### src/rtl/trf_pkg.sv
package trf_pkg;

    typedef enum logic [4:0] {
        RT_NONE      = 5'b00000,
        RT_UNDEF     = 5'b00001,
        RT_TRAP_EL2  = 5'b00010,
        RT_TRAP_EL3  = 5'b00100,
        RT_MEM_REDIR = 5'b01000,
        RT_DIRECT    = 5'b10000
    } route_e;

    typedef enum logic [1:0] {
        LV_USER   = 2'd0,
        LV_KERNEL = 2'd1,
        LV_HYP    = 2'd2,
        LV_MON    = 2'd3
    } level_e;

    typedef struct packed {
        logic el2_on;
        logic el2_wide;
        logic el3_has;
        logic el3_wide;
        logic tt_el2;
        logic tt_el3;
        logic nv;
        logic nv1;
        logic nv2;
        logic e2h;
    } ctl_t;

    localparam int ROUTE_W = 5;
    localparam int BIT_DIRECT = 4;

endpackage

### src/rtl/trf_enc_decode.sv
module trf_enc_decode #(
    parameter logic [1:0] P_OP0     = 2'b11,
    parameter logic [3:0] P_CRN     = 4'b0001,
    parameter logic [3:0] P_CRM     = 4'b0010,
    parameter logic [2:0] P_OP2     = 3'b001,
    parameter logic [2:0] P_OP1_HYP = 3'b100,
    parameter logic [2:0] P_OP1_KRN = 3'b000
) (
    input  logic [1:0] op0,
    input  logic [2:0] op1,
    input  logic [3:0] crn,
    input  logic [3:0] crm,
    input  logic [2:0] op2,
    output logic       hit,
    output logic       names_hyp
);
    logic shared_ok;
    logic hyp_m;
    logic krn_m;

    always_comb begin
        shared_ok = (op0 == P_OP0) && (crn == P_CRN) && (crm == P_CRM) && (op2 == P_OP2);
        hyp_m     = (op1 == P_OP1_HYP);
        krn_m     = (op1 == P_OP1_KRN);
        hit       = shared_ok && (hyp_m || krn_m);
        names_hyp = hyp_m;
    end
endmodule

### src/rtl/trf_route_resolve.sv
module trf_route_resolve
    import trf_pkg::*;
#(
    parameter int               CLASS_W    = 6,
    parameter logic [CLASS_W-1:0] TRAP_CLASS = 6'h18,
    parameter int               OFF_W      = 12,
    parameter logic [OFF_W-1:0] REDIR_OFF  = 12'h880
) (
    input  logic               req_on,
    input  logic               hit,
    input  logic               named_hyp,
    input  level_e             lvl,
    input  ctl_t               ctl,
    output route_e             route,
    output logic               tgt_hyp,
    output logic [CLASS_W-1:0] syn_class,
    output logic [OFF_W-1:0]   mem_off
);
    logic el3_trap;
    logic el2_live;
    logic nv_all;

    // Decision process: one branch of the priority chain per requesting level.
    always_comb begin
        el3_trap = ctl.el3_has && ctl.el3_wide && ctl.tt_el3;
        el2_live = ctl.el2_on && ctl.el2_wide;
        nv_all   = ctl.nv2 && ctl.nv1 && ctl.nv;
        route    = RT_NONE;
        tgt_hyp  = named_hyp;
        if (req_on && hit) begin
            unique case (lvl)
                LV_USER: route = RT_UNDEF;
                LV_KERNEL: begin
                    if (named_hyp) begin
                        route = (ctl.el2_on && ctl.nv) ? RT_TRAP_EL2 : RT_UNDEF;
                    end else if (el2_live && ctl.tt_el2) begin
                        route = RT_TRAP_EL2;
                    end else if (el3_trap) begin
                        route = RT_TRAP_EL3;
                    end else if (el2_live && nv_all) begin
                        route = RT_MEM_REDIR;
                    end else begin
                        route = RT_DIRECT;
                    end
                end
                LV_HYP: begin
                    if (el3_trap) begin
                        route = RT_TRAP_EL3;
                    end else begin
                        route = RT_DIRECT;
                        if (!named_hyp && ctl.e2h) begin
                            tgt_hyp = 1'b1;
                        end
                    end
                end
                LV_MON: route = RT_DIRECT;
                default: route = RT_NONE;
            endcase
        end
    end

    // Output process: side-band values derived from the chosen outcome.
    always_comb begin
        syn_class = '0;
        mem_off   = '0;
        unique case (route)
            RT_TRAP_EL2, RT_TRAP_EL3: syn_class = TRAP_CLASS;
            RT_MEM_REDIR:             mem_off   = REDIR_OFF;
            default: begin
                syn_class = '0;
                mem_off   = '0;
            end
        endcase
    end
endmodule

### src/rtl/trf_reg_bank.sv
module trf_reg_bank #(
    parameter int                DATA_W   = 64,
    parameter logic [DATA_W-1:0] HYP_MASK = 64'h6B,
    parameter logic [DATA_W-1:0] KRN_MASK = 64'h63
) (
    input  logic              clk,
    input  logic              rst_n,
    input  logic              wr_en,
    input  logic              sel_hyp,
    input  logic [DATA_W-1:0] wdata,
    input  logic              rd_en,
    output logic [DATA_W-1:0] rdata,
    output logic [DATA_W-1:0] hyp_state,
    output logic [DATA_W-1:0] krn_state
);
    localparam int N_REGS = 2;

    logic [DATA_W-1:0] slot_q [N_REGS];

    // Slot 0 is the kernel register, slot 1 the hypervisor register.
    for (genvar g = 0; g < N_REGS; g++) begin : g_slot
        localparam logic [DATA_W-1:0] MASK = (g == 1) ? HYP_MASK : KRN_MASK;
        always_ff @(posedge clk or negedge rst_n) begin
            if (!rst_n) begin
                slot_q[g] <= '0;
            end else if (wr_en && (sel_hyp == (g == 1))) begin
                slot_q[g] <= wdata & MASK;
            end
        end
    end

    always_comb begin
        rdata     = rd_en ? slot_q[sel_hyp] : '0;
        hyp_state = slot_q[1];
        krn_state = slot_q[0];
    end
endmodule

### src/rtl/trf_route_unit.sv
module trf_route_unit
    import trf_pkg::*;
#(
    parameter int                DATA_W     = 64,
    parameter int                CLASS_W    = 6,
    parameter int                OFF_W      = 12,
    parameter logic [CLASS_W-1:0] TRAP_CLASS = 6'h18,
    parameter logic [OFF_W-1:0]  REDIR_OFF  = 12'h880,
    parameter logic [DATA_W-1:0] HYP_MASK   = 64'h6B,
    parameter logic [DATA_W-1:0] KRN_MASK   = 64'h63
) (
    input  logic               clk,
    input  logic               rst_n,
    input  logic               req_valid,
    input  logic               req_write,
    input  logic [1:0]         req_op0,
    input  logic [2:0]         req_op1,
    input  logic [3:0]         req_crn,
    input  logic [3:0]         req_crm,
    input  logic [2:0]         req_op2,
    input  logic [DATA_W-1:0]  req_wdata,
    input  logic [1:0]         cur_el,
    input  logic               el2_enabled,
    input  logic               el2_is_64,
    input  logic               el3_present,
    input  logic               el3_is_64,
    input  logic               el2_trace_trap,
    input  logic               el3_trace_trap,
    input  logic               hcr_nv,
    input  logic               hcr_nv1,
    input  logic               hcr_nv2,
    input  logic               hcr_e2h,
    output logic [4:0]         route_onehot,
    output logic               direct_hyp,
    output logic [CLASS_W-1:0] trap_class,
    output logic [OFF_W-1:0]   nv_mem_offset,
    output logic [DATA_W-1:0]  rd_data
);
    logic              enc_hit;
    logic              enc_hyp;
    logic              tgt_hyp;
    logic              is_direct;
    route_e            route;
    ctl_t              ctl;
    logic [DATA_W-1:0] hyp_st;
    logic [DATA_W-1:0] krn_st;

    always_comb begin
        ctl = '{el2_on:   el2_enabled,
                el2_wide: el2_is_64,
                el3_has:  el3_present,
                el3_wide: el3_is_64,
                tt_el2:   el2_trace_trap,
                tt_el3:   el3_trace_trap,
                nv:       hcr_nv,
                nv1:      hcr_nv1,
                nv2:      hcr_nv2,
                e2h:      hcr_e2h};
    end

    trf_enc_decode u_dec (
        .op0       (req_op0),
        .op1       (req_op1),
        .crn       (req_crn),
        .crm       (req_crm),
        .op2       (req_op2),
        .hit       (enc_hit),
        .names_hyp (enc_hyp)
    );

    trf_route_resolve #(
        .CLASS_W    (CLASS_W),
        .TRAP_CLASS (TRAP_CLASS),
        .OFF_W      (OFF_W),
        .REDIR_OFF  (REDIR_OFF)
    ) u_res (
        .req_on    (req_valid),
        .hit       (enc_hit),
        .named_hyp (enc_hyp),
        .lvl       (level_e'(cur_el)),
        .ctl       (ctl),
        .route     (route),
        .tgt_hyp   (tgt_hyp),
        .syn_class (trap_class),
        .mem_off   (nv_mem_offset)
    );

    always_comb begin
        is_direct    = (route == RT_DIRECT);
        route_onehot = route;
        direct_hyp   = is_direct && tgt_hyp;
    end

    trf_reg_bank #(
        .DATA_W   (DATA_W),
        .HYP_MASK (HYP_MASK),
        .KRN_MASK (KRN_MASK)
    ) u_regs (
        .clk       (clk),
        .rst_n     (rst_n),
        .wr_en     (is_direct && req_write),
        .sel_hyp   (tgt_hyp),
        .wdata     (req_wdata),
        .rd_en     (is_direct && !req_write),
        .rdata     (rd_data),
        .hyp_state (hyp_st),
        .krn_state (krn_st)
    );
endmodule

### config.mk
export PLATFORM = sky130hd
export DESIGN_NAME = trf_route_unit
export DESIGN_NICKNAME = d
export VERILOG_FILES = /design/src/rtl/trf_pkg.sv /design/src/rtl/trf_enc_decode.sv /design/src/rtl/trf_route_resolve.sv /design/src/rtl/trf_reg_bank.sv /design/src/rtl/trf_route_unit.sv
export SDC_FILE = /design/constraint.sdc
export NUM_CORES = 1
export LEC_CHECK = 0
export BUFFER_PORTS_ARGS = -buffer_cell sky130_fd_sc_hd__buf_2
export CORE_AREA = 2 2 71 73
export DETAILED_ROUTE_END_ITERATION = 8
export DIE_AREA = 0 0 73 75
export HOLD_SLACK_MARGIN = 0.15
export MAX_ROUTING_LAYER = met4
export PLACE_DENSITY = 0.75
export SYNTH_ARGS = -nofsm -noshare
export SYNTH_HDL_FRONTEND = slang
export SYNTH_SLANG_ARGS = --single-unit
### constraint.sdc
create_clock -name clk -period 1.9 [get_ports clk]
set_input_delay 0.095 -clock clk [delete_from_list [all_inputs] [get_ports clk]]
set_output_delay 0.095 -clock clk [all_outputs]
set_load 0.05 [all_outputs]
==> impl_metrics.tcl <==
set metrics [dict create \
    io_pins 184 \
    num_vias 958 \
    gr-total-overflow 0 \
    clk_pin_slew_ps 50 \
    cp_max_fo 5 \
    critical_path.cell_chain "buf_2 -> nor3b_4 -> a31oi_4 -> a41oi_2 -> or2_2 -> nor4b_2 -> buf_2" \
    rsz0062_at_grt "no" \
    nNetsFinal 301 \
    period_minus_slack_ps 1770 \
    start_util_pct 28.27 \
    final_common_cell "conb_1" \
    ys_top_cells_by_area "buf_4 43%, dfrtp_1 17%, mux2_4 10%, mux2i_1 3.8%, a31oi_4 3.2%" \
    status "finished clean" \
    core_area_mm2 0.004661 \
    die_area_mm2 0.005475 \
    die_y_um 75 \
    fin_crit_sh_pct 93.14 \
    grt_max_degree 10 \
    std_cell_rows 25 \
    drv_slew 0 \
    syn_area_per_cell_um2 9.278 \
    layout_common_cells "73 x conb_1, 50 x buf_2, 9 x mux2_4, 9 x dfrtp_1, 7 x nor2_1" \
    cts_sinks 9 \
    place.gp.congestion 0.7276 \
    ys_ff_latch 9 \
    setup_viol 0 \
    io_buffers 51 \
    async_reset_ff_share_pct 100.0 \
    detail_route.first_pass.iterations 2 \
    grt_pass1_vias 818 \
    crit_required_ps 1800 \
    clk_path_buf_depth 2 \
    synth_top_area_cell "buf_4" \
    first_iter_violations 9 \
    irDropWorstVdd_v 0.0002408 \
    synth_top_area_share_pct 42.74 \
    insertion_delay_ps 240 \
    wirelength_mm 2.671 \
    synth_flop_cell "dfrtp_1" \
    critPathSlowestCell "or2_2" \
    ys_seq_area_share_pct 17.09 \
    holdWs_ps 251.3 \
    stdcell_area_mm2 0.001498 \
    multi_input_comb_area_um2 803.3 \
    leakage_nw 0.8583 \
    htreeDepth 1 \
    wl_per_cell_um 10.35 \
    slowest_delay_ps 360 \
    finClkSkew_ps 0 \
    cts_buffers 3 \
    cts_tree "built" \
    post-route-drc-count 0 \
    holdCritPathClass "in2async" \
    placed_cells 247 \
    grt_pass1_wl_mm 3.601 \
    critPathKind "in2out" \
    netlist_area_mm2 0.001318 \
    ys_warn_count 0 \
    power.density_mw_per_mm2 560.3 \
    crit_top_cell "buf_2" \
    antenna_found_initial 0 \
    grtUsageTotal_pct 9.212 \
    max_cap_viol_count 0 \
    regArea_um2 225.2 \
    synth_edf_count 0 \
    die_x_um 73 \
    vias_per_cell 3.713 \
    synthCells 142 \
    n_fill_cell 504 \
    layout-drive-gt1-share_pct 41.18 \
    fin_cells 258 \
    ant_nets 0 \
    arrival_ps 1670 \
    end_kind "output pin" \
    antenna_cells 0 \
    synthDistinctLibCells 30 \
    start_kind "primary input" \
    dpl_cell_area_mm2 0.001381 \
    max_freq_ghz 0.5651 \
    fin_util_pct 32.13 \
    dp_hpwl_mm 2.306 \
    fin_total_pwr_w 0.0008392 \
    root_buffer "clkbuf_8" \
    area_growth_pct 13.68 \
    hold_viol 0 \
]
[worst max-delay path: cells and delay by family]
family	cells	cell delay (ps)
simple gates	3	730
buf+inv	2	390
compound gates	2	450
[synth_stat cells (all sizes together), types with 2 or more instances]
library cell,n
a31oi,2
buf,75
dfrtp,9
inv,2
mux2,9
mux2i,5
nand2,5
nand3,2
nor2,7
nor2b,2
nor3,5
nor4b,3
or2,2
or3,2
[where the power goes]
| part | total (W) | switching (W) | internal [W] |
|---|---|---|---|
| Clock | 0.000225 | 0.0000820 | 0.000143 |
| Combinational | 0.000422 | 0.000365 | 0.0000561 |
| Sequential | 0.000192 | 0.0000000160 | 0.000192 |
| Total | 0.000839 | 0.000447 | 0.000392 |
[cell families (layout without fill, tap and decap cells)]
group           count (synthesis)  count (layout)  synth area share (%)
compound gates                  7               7                 6.553
buf+inv                        77              67                 43.31
flops                           9               9                 17.09
mux                            14              14                 14.06
other cells                     1              73                0.2846
simple gates                   34              34                 18.71
[state kept, by name, summed over array words and instances, names as in the netlist]
name              flops
u_regs.hyp_state      5
u_regs.krn_state      4
[final timing paths]
kind                                     start                   to  slack [ps]  depth (start not counted)
setup / recovery                    req_op1[2]           rd_data[3]         130                          7
min in group clk                     req_write  u_regs.krn_state[5]         380                          4
setup reg to reg           u_regs.krn_state[1]  u_regs.krn_state[1]        1130                          1
max in group asynchronous                rst_n  u_regs.krn_state[5]        1470                          2
hold reg to reg            u_regs.hyp_state[1]  u_regs.hyp_state[1]         510                          1
hold / removal                           rst_n  u_regs.hyp_state[0]         250                          2
[layout make-up]
cell class | count | area share, %
multi-input combinational | 128 | 53.63
timing repair buffer | 61 | 23.22
sequential | 9 | 15.04
tap | 54 | 4.511
clock buffer | 3 | 2.757
inverter | 2 | 0.5013
clock inverter | 1 | 0.3342
[per-stage QoR]
stage / TNS [ps] / setup WS [ps]
after floorplan: -493.3 / -137.5
after detailed placement: 0 / 84.75
after global routing: 0 / 2.475
after CTS: 0 / 74.29
after global placement: 0 / 71.37
final: 0 / 130.4
[per-layer routing]
metal  global-route usage (%)  vias to the layer above  wire (um)
met5                        -                        -          0
met4                    3.086                        0         44
met3                    2.544                        4        273
met2                    16.72                       73       1391
met1                    9.586                      433        961
li1                         -                      448          -
[what timing repair did]
item,in CTS,in global routing
hold buffers,6,0
endpoints found under the hold margin,18,0
buffers inserted,0,1
endpoints found under the setup margin,0,1
gates resized for setup,0,2
No activity file was read; power rests on OpenSTA's default activity.
